## src/rtl/fcap_pkg.sv

```systemverilog
package fcap_pkg;

    localparam int ID_W    = 32;
    localparam int TEMP_W  = 16;
    localparam int BYTE_W  = 8;
    localparam int TAIL_N  = 3;
    localparam int ADDR_W  = 4;
    localparam int FRAME_W = ID_W + 2 * TEMP_W + BYTE_W + TAIL_N * BYTE_W;

    typedef enum logic [1:0] {
        MODE_HUNT = 2'd0,
        MODE_FILL = 2'd1,
        MODE_DONE = 2'd2
    } cap_mode_e;

    // First received bit lands in the top of this struct.
    typedef struct packed {
        logic [ID_W-1:0]   ident;
        logic [TEMP_W-1:0] room;
        logic [TEMP_W-1:0] setp;
        logic [BYTE_W-1:0] status;
        logic [BYTE_W-1:0] tail1;
        logic [BYTE_W-1:0] tail2;
        logic [BYTE_W-1:0] tail3;
    } frame_t;

    function automatic logic [FRAME_W-1:0] alt_pattern();
        logic [FRAME_W-1:0] p;
        for (int i = 0; i < FRAME_W; i++) begin
            p[i] = (i % 2) == 1;
        end
        return p;
    endfunction

    function automatic logic [BYTE_W-1:0] pick_byte(frame_t f, logic [ADDR_W-1:0] a);
        logic [BYTE_W-1:0] b;
        case (a)
            4'd0:    b = f.ident[7:0];
            4'd1:    b = f.ident[15:8];
            4'd2:    b = f.ident[23:16];
            4'd3:    b = f.ident[31:24];
            4'd4:    b = f.room[7:0];
            4'd5:    b = f.room[15:8];
            4'd6:    b = f.setp[7:0];
            4'd7:    b = f.setp[15:8];
            4'd8:    b = f.status;
            4'd9:    b = f.tail1;
            4'd10:   b = f.tail2;
            4'd11:   b = f.tail3;
            default: b = '0;
        endcase
        return b;
    endfunction

endpackage

```

## src/rtl/fcap_match.sv

```systemverilog
module fcap_match
    import fcap_pkg::*;
#(
    parameter int                 WIDTH   = FRAME_W,
    parameter logic [WIDTH-1:0]   PATTERN = alt_pattern()
) (
    input  logic [WIDTH-1:0] window,
    output logic             hit
);
    localparam int CHUNK  = 8;
    localparam int NCHUNK = (WIDTH + CHUNK - 1) / CHUNK;

    logic [NCHUNK-1:0] chunk_eq;

    for (genvar c = 0; c < NCHUNK; c++) begin : g_chunk
        localparam int LO = c * CHUNK;
        localparam int HI = ((LO + CHUNK) > WIDTH) ? WIDTH - 1 : LO + CHUNK - 1;
        assign chunk_eq[c] = (window[HI:LO] == PATTERN[HI:LO]);
    end

    assign hit = &chunk_eq;

endmodule

```

## src/rtl/fcap_shift.sv

```systemverilog
module fcap_shift
    import fcap_pkg::*;
#(
    parameter int                 WIDTH   = FRAME_W,
    parameter logic [WIDTH-1:0]   PATTERN = alt_pattern()
) (
    input  logic            clk,
    input  logic            rst,
    input  logic            bit_in,
    input  logic            take,
    output logic [WIDTH:0]  shreg,
    output cap_mode_e       mode
);
    logic [WIDTH:0] nxt;
    logic           pre_hit;

    assign nxt = {shreg[WIDTH-1:0], bit_in};

    fcap_match #(.WIDTH(WIDTH), .PATTERN(PATTERN)) u_match (
        .window (nxt[WIDTH-1:0]),
        .hit    (pre_hit)
    );

    always_ff @(posedge clk) begin
        if (rst) begin
            shreg <= '0;
            mode  <= MODE_HUNT;
        end else if (take) begin
            case (mode)
                MODE_HUNT: begin
                    if (pre_hit) begin
                        shreg <= {{WIDTH{1'b0}}, 1'b1};
                        mode  <= MODE_FILL;
                    end else begin
                        shreg <= nxt;
                    end
                end
                MODE_FILL: begin
                    shreg <= nxt;
                    if (nxt[WIDTH]) begin
                        mode <= MODE_DONE;
                    end
                end
                default: begin
                end
            endcase
        end
    end

endmodule

```

## src/rtl/fcap_read.sv

```systemverilog
module fcap_read
    import fcap_pkg::*;
(
    input  frame_t              frame,
    input  logic                valid,
    input  logic [ADDR_W-1:0]   addr,
    output logic [BYTE_W-1:0]   data
);
    always_comb begin
        data = valid ? pick_byte(frame, addr) : '0;
    end

endmodule

```

## src/rtl/fcap_frame_capture.sv

```systemverilog
module fcap_frame_capture
    import fcap_pkg::*;
#(
    parameter logic [FRAME_W-1:0] PREAMBLE = alt_pattern()
) (
    input  logic              clk,
    input  logic              rst,
    input  logic              bit_in,
    input  logic              bit_valid,
    input  logic              halt,
    input  logic [ADDR_W-1:0] rd_addr,
    output logic [BYTE_W-1:0] rd_data,
    output logic              full,
    output logic              synced
);
    logic [FRAME_W:0] shreg;
    cap_mode_e        mode;
    logic             take;

    assign take = bit_valid & ~halt;

    fcap_shift #(.WIDTH(FRAME_W), .PATTERN(PREAMBLE)) u_shift (
        .clk    (clk),
        .rst    (rst),
        .bit_in (bit_in),
        .take   (take),
        .shreg  (shreg),
        .mode   (mode)
    );

    assign full   = (mode == MODE_DONE);
    assign synced = (mode != MODE_HUNT);

    fcap_read u_read (
        .frame (frame_t'(shreg[FRAME_W-1:0])),
        .valid (full),
        .addr  (rd_addr),
        .data  (rd_data)
    );

endmodule

```

## config.mk

```make
export PLATFORM = sky130hd
export DESIGN_NAME = fcap_frame_capture
export DESIGN_NICKNAME = d
export VERILOG_FILES = /design/src/rtl/fcap_pkg.sv /design/src/rtl/fcap_match.sv /design/src/rtl/fcap_shift.sv /design/src/rtl/fcap_read.sv /design/src/rtl/fcap_frame_capture.sv
export SDC_FILE = /design/constraint.sdc
export NUM_CORES = 1
export LEC_CHECK = 0
export ABC_CLOCK_PERIOD_IN_PS = 4100
export BUFFER_PORTS_ARGS = -buffer_cell sky130_fd_sc_hd__buf_2
export CAP_MARGIN = 40
export CORE_MARGIN = 2
export CORE_UTILIZATION = 49
export DETAILED_ROUTE_END_ITERATION = 10
export MAX_ROUTING_LAYER = met4
export PLACE_DENSITY_LB_ADDON = 0.1
export SYNTH_ARGS = -nofsm -noshare
export SYNTH_HDL_FRONTEND = slang
export SYNTH_SLANG_ARGS = --single-unit
export TNS_END_PERCENT = 20
```

## constraint.sdc

```tcl
create_clock -name clk -period 4.1 [get_ports clk]
set_input_delay 0.82 -clock clk [delete_from_list [all_inputs] [get_ports clk]]
set_output_delay 0.82 -clock clk [all_outputs]
set_load 0.005 [all_outputs]
```

Word level (Yosys, flattened, before mapping) --
Cells that the tools add are included.
Cells by class: equality and inequality tests 27, mux-type cells 7, bitwise logic cells 2, reductions and logical operators 7
Operators with widths (count):
- one-hot mux 96 bit (2 select lines) | 1
- equality test 8 bit (second input constant) | 12
- 2-to-1 mux 96 bit | 1
- one-hot mux 8 bit (12 select lines) | 1
- equality test 4 x 3 -> 1 bit (second input constant) | 4
- equality test 4 bit (second input constant) | 4
- AND reduction 12 bit | 1
- equality test 4 x 2 -> 1 bit (second input constant) | 2
- 2-to-1 mux 8 bit | 1
- equality test 4 x 1 -> 1 bit (second input constant) | 1
- logical NOT 4 bit | 1
- 2-to-1 mux 2 bit | 2
- inequality test 2 x 1 -> 1 bit (second input constant) | 2
- one-hot mux 2 bit (2 select lines) | 1
- AND reduction 4 bit | 1
- nonzero test 2 bit | 2
- equality test 2 x 1 -> 1 bit (second input constant) | 1
- equality test 2 bit (second input constant) | 1
- logical NOT 2 bit | 1
- AND reduction 2 bit | 1
- AND 1 bit | 1
- NOT 1 bit | 1
Storage, ports and cells: flip-flop bits (word level) 98, bits of input ports 9, word-level logic and storage cells 45

Logic depth before layout (Yosys ltp) --
depth after elaboration 4, mapped depth 7

Modules after synthesis --
Synthesis repeated with hierarchy kept, for this count alone.
Unflattened totals: cells, all modules 519, area total of the unflattened synthesis 4735.8 um2
Modules (own cells, without submodules):
- fcap_shift | times used 1, cells an instance 332, area each 3364.5 um2, seq. area each 1981.9 um2
- fcap_read | times used 1, cells an instance 150, area each 1043.5 um2, seq. area each 0.0 um2
- fcap_match | times used 1, cells an instance 34, area each 309.0 um2, seq. area each 0.0 um2
- fcap_frame_capture | times used 1, cells an instance 3, area each 18.8 um2, seq. area each 0.0 um2

Worst setup path before layout --
Ideal clock, no wire load.
path type in2out, start input port rd_addr[2], end output port rd_data[5], arrival time 1.951 ns, slack 1.329 ns, cell stages on the path 7, path through buf_2 -> nor2b_1 -> buf_2 -> and2_1 -> a221o_1 -> a21oi_1 -> a21oi_1
Between the ends: cells in the longest elaborated chain, start to end 3
Ends and longest elaborated chain:
- start, declared | RTL line fcap_frame_capture.sv:11 | input logic [ADDR_W-1:0] rd_addr,
- equality test 4 bit (tied with other cells) | RTL line fcap_pkg.sv:37 | case (a)
- one-hot mux 8 bit (12 select lines) (*) | RTL line fcap_pkg.sv:37
- 2-to-1 mux 8 bit (*) | RTL line fcap_read.sv:10 | data = valid ? pick_byte(frame, addr) : '0;
- end, declared | RTL line fcap_frame_capture.sv:12 | output logic [BYTE_W-1:0] rd_data,
Mark *: on every way between the ends. The rest lies on a longest branch, timed or not.

Worst setup path after layout --
start input port rd_addr[2], end output port rd_data[7]
The elaborated chain is that of the path after synthesis.

==> flow_summary_export.csv <==
group,metric,value,unit
run_status,outcome,"finished clean",
route,viasPerCell,6.24,
clock_tree,h-tree-depth,3,
global_routing,grt_overflow,0,
placed_design,gp_congestion,0.947,
critical_path,critPathKind,"in2out",
critical_path,critPathArrivalTime,2.66,ns
layout,n_fill_cell,1014,
die,start_util,49.9,%
clock_tree,clockBufferDepth,2,
clock_tree,hold_buffers,0,
die,fp.dieW,106,um
timing,holdWs,0.489,ns
critical_path,required,3.28,ns
timing,tightest_slew,0.746,ns
synth,ys.flop_type,"dfxtp_1",
synth,synth-edff-count,0,
layout,fin_nets,594,
route,wl_met1,6520,um
placed_design,dp_hpwl,10100,um
die,dieArea,11200,um2
synth,synth_top_area_share,38.6,%
die,ios,19,
clock_tree,post_cts_buffers,0,
layout,layout-area-overhead-vs-synth,5.84,%
route,drc,0,
die,coreArea,10200,um2
timing,setup-tns-final,0,ns
route,postRouteAntennaNets,0,
critical_path,timing.reg2reg.setup_slack,1.68,ns
timing,setup_viol,0,
synth,synthTopCellsByArea,"dfxtp_1, nand3b_1, nand2_1, a21oi_1, o21ai_0",
synth,ys_ff_latch,98,
synth,async_flop_share,0,%
timing,fin_crit,3.48,ns
timing,max_clock_freq,0.288,GHz
pwr,p_total,1.72,mW
synth,synth_area_per_cell,8.41,um2
global_routing,grt_max_degree,77,
route,wl_met3,975,um
timing,final-hold-violation-count,0,
clock_tree,cts_sinks,98,
clock_tree,path_clk_slew,0.09,ns
flow_run,max_cap_viol_count,0,
clock_tree,cts_buffers,9,
hold_path,min_path_type,"reg2reg",
synth,synth_area,5080,um2
synth,synth_nets,613,
synth,postSynthCellCount,604,
route,routed_wl,14700,um
timing,drv_slew,0,
timing,post-route-period-util,84.8,%
route,drtPass1Iterations,5,
route,wl_per_cell,20.2,um
critical_path,end_kind,"primary output",
synth,synth.distinct_cells,55,
route,highest_layer,"met4",
synth,yosys_warnings,0,
timing,rsz0062_at_grt,"false",
clock_tree,cts_tree,"done",
pwr,powerDensity,320,nW/um2
clock_tree,post_cts_resized,0,
die,rows,37,
timing,slew_headroom,50.2,%
layout,drive_above_1_share,13.4,%
global_routing,grt_pass1_wl,23400,um
layout,antennaDiodeCount,0,
pwr,cellLeakagePower,1.69,nW
clock_tree,clock_latency,0.38,ns
synth,yosys.area.top_type,"dfxtp_1",
global_routing,grt_pass1_vias,4153,
placed_design,numPortBuffers,18,
die,die_y,106,um
clock_tree,cts-root-buf,"clkbuf_8",
route,num_vias,4533,
critical_path,cp_max_fo,14,
global_routing,antenna_found_initial,0,
global_routing,grtUsageTotal,27.7,%
route,drt_iter0_markers,480,
pwr,ir_drop,153,uV
timing,fin_skew,0.0130,ns
route,routed-wl-met2,6870,um
critical_path,start_kind,"primary input",
synth,synth_seq_area_share,38.6,%
per-layer routing:
layer / up-vias / global-route usage (%)
met1: 2199 / 38.7
li1: 2145 / -
met5: - / -
met2: 167 / 42.0
met3: 22 / 3.03
met4: 0 / 9.49
cells by family (layout without fill, tap and decap cells):
group	count (synthesis)	after routing	synth area share, %
buffers and inverters	62	48	5.81
flip-flops	98	98	38.6
multiplexers	18	18	4.90
AND/OR/NAND/NOR	272	272	32.2
AO/OA/AOI/OAI	154	154	18.5
registers in the layout (all words and copies together) (netlist names):
name           cells
u_shift.mode       2
u_shift.shreg     96
cells in the mapped netlist (all sizes together), types with 2 or more instances:
cell / number
nand2: 108
nor3b: 2
o21ai: 54
a32o: 2
mux2: 5
a311oi: 2
and3: 2
mux4: 5
and4bb: 10
nor2: 14
inv: 6
o211ai: 2
nand4: 8
a221oi: 4
and4b: 4
a22oi: 5
a22o: 4
nor4b: 4
o221ai: 2
nand3b: 93
clkbuf: 39
mux2i: 8
a32oi: 7
o32ai: 3
nor3: 2
nand3: 4
dfxtp: 98
nor4bb: 4
a31oi: 4
and2: 2
buf: 17
nor2b: 9
a21oi: 58
critical path: stages:
cell and delay, ns:
buf_2 0.28, nor2b_1 0.66, a22oi_1 0.19, o221ai_1 0.19, o21ai_0 0.13, a21oi_1 0.23
buf_2 0.15
layout by cell type, fill, tap and decap left out, drive strengths merged, types with 4 or more instances in the layout:
master and n:
nand2 108, dfxtp 98, nand3b 93, a21oi 58, o21ai 54, buf 26
nor2 14, clkbuf 11, and4bb 10, nor2b 9, mux2i 8, nand4 8
a32oi 7, inv 6, a22oi 5, mux4 5, mux2 5, nand3 4
a221oi 4, a22o 4, a31oi 4, nor4bb 4, nor4b 4, and4b 4
per-stage QoR:
stage / instance area (um2) / util (%) / cells / worst slack (ns)
4_1_cts: 5380 / 52.8 / 726 / 0.667
6_report: 5380 / 52.8 / 726 / 0.623
5_1_grt: 5380 / 52.8 / 726 / 0.474
3_3_place_gp: 5110 / 50.2 / 707 / 0.732
3_5_place_dp: 5170 / 50.8 / 710 / 0.696
2_1_floorplan: 5080 / - / 604 / 1.33
where the power goes:
part | total [mW] | switching, mW | internal, mW
clock network | 0.647 | 0.335 | 0.312
logic | 0.118 | 0.0804 | 0.0380
registers | 0.953 | 0.00146 | 0.952
total | 1.72 | 0.416 | 1.30
final cells by class:
class	instances	area, um2	area share, %
Multi-Input combinational cell	444	2830	52.6
Sequential cell	98	1960	36.5
Timing Repair Buffer	26	190	3.54
Tap cell	136	170	3.16
Clock buffer	11	151	2.82
Clock inverter	5	52.6	0.977
Inverter	6	22.5	0.419
worst paths after layout:
check | endpoint | from | cells after the start
min reg2reg | u_shift.shreg[42] | u_shift.shreg[41] | 2
min | u_shift.shreg[42] | u_shift.shreg[41] | 2
max reg2reg | u_shift.shreg[81] | u_shift.shreg[51] | 5
max | rd_data[7] | rd_addr[2] | 7
(Power assumes the default switching activity.)
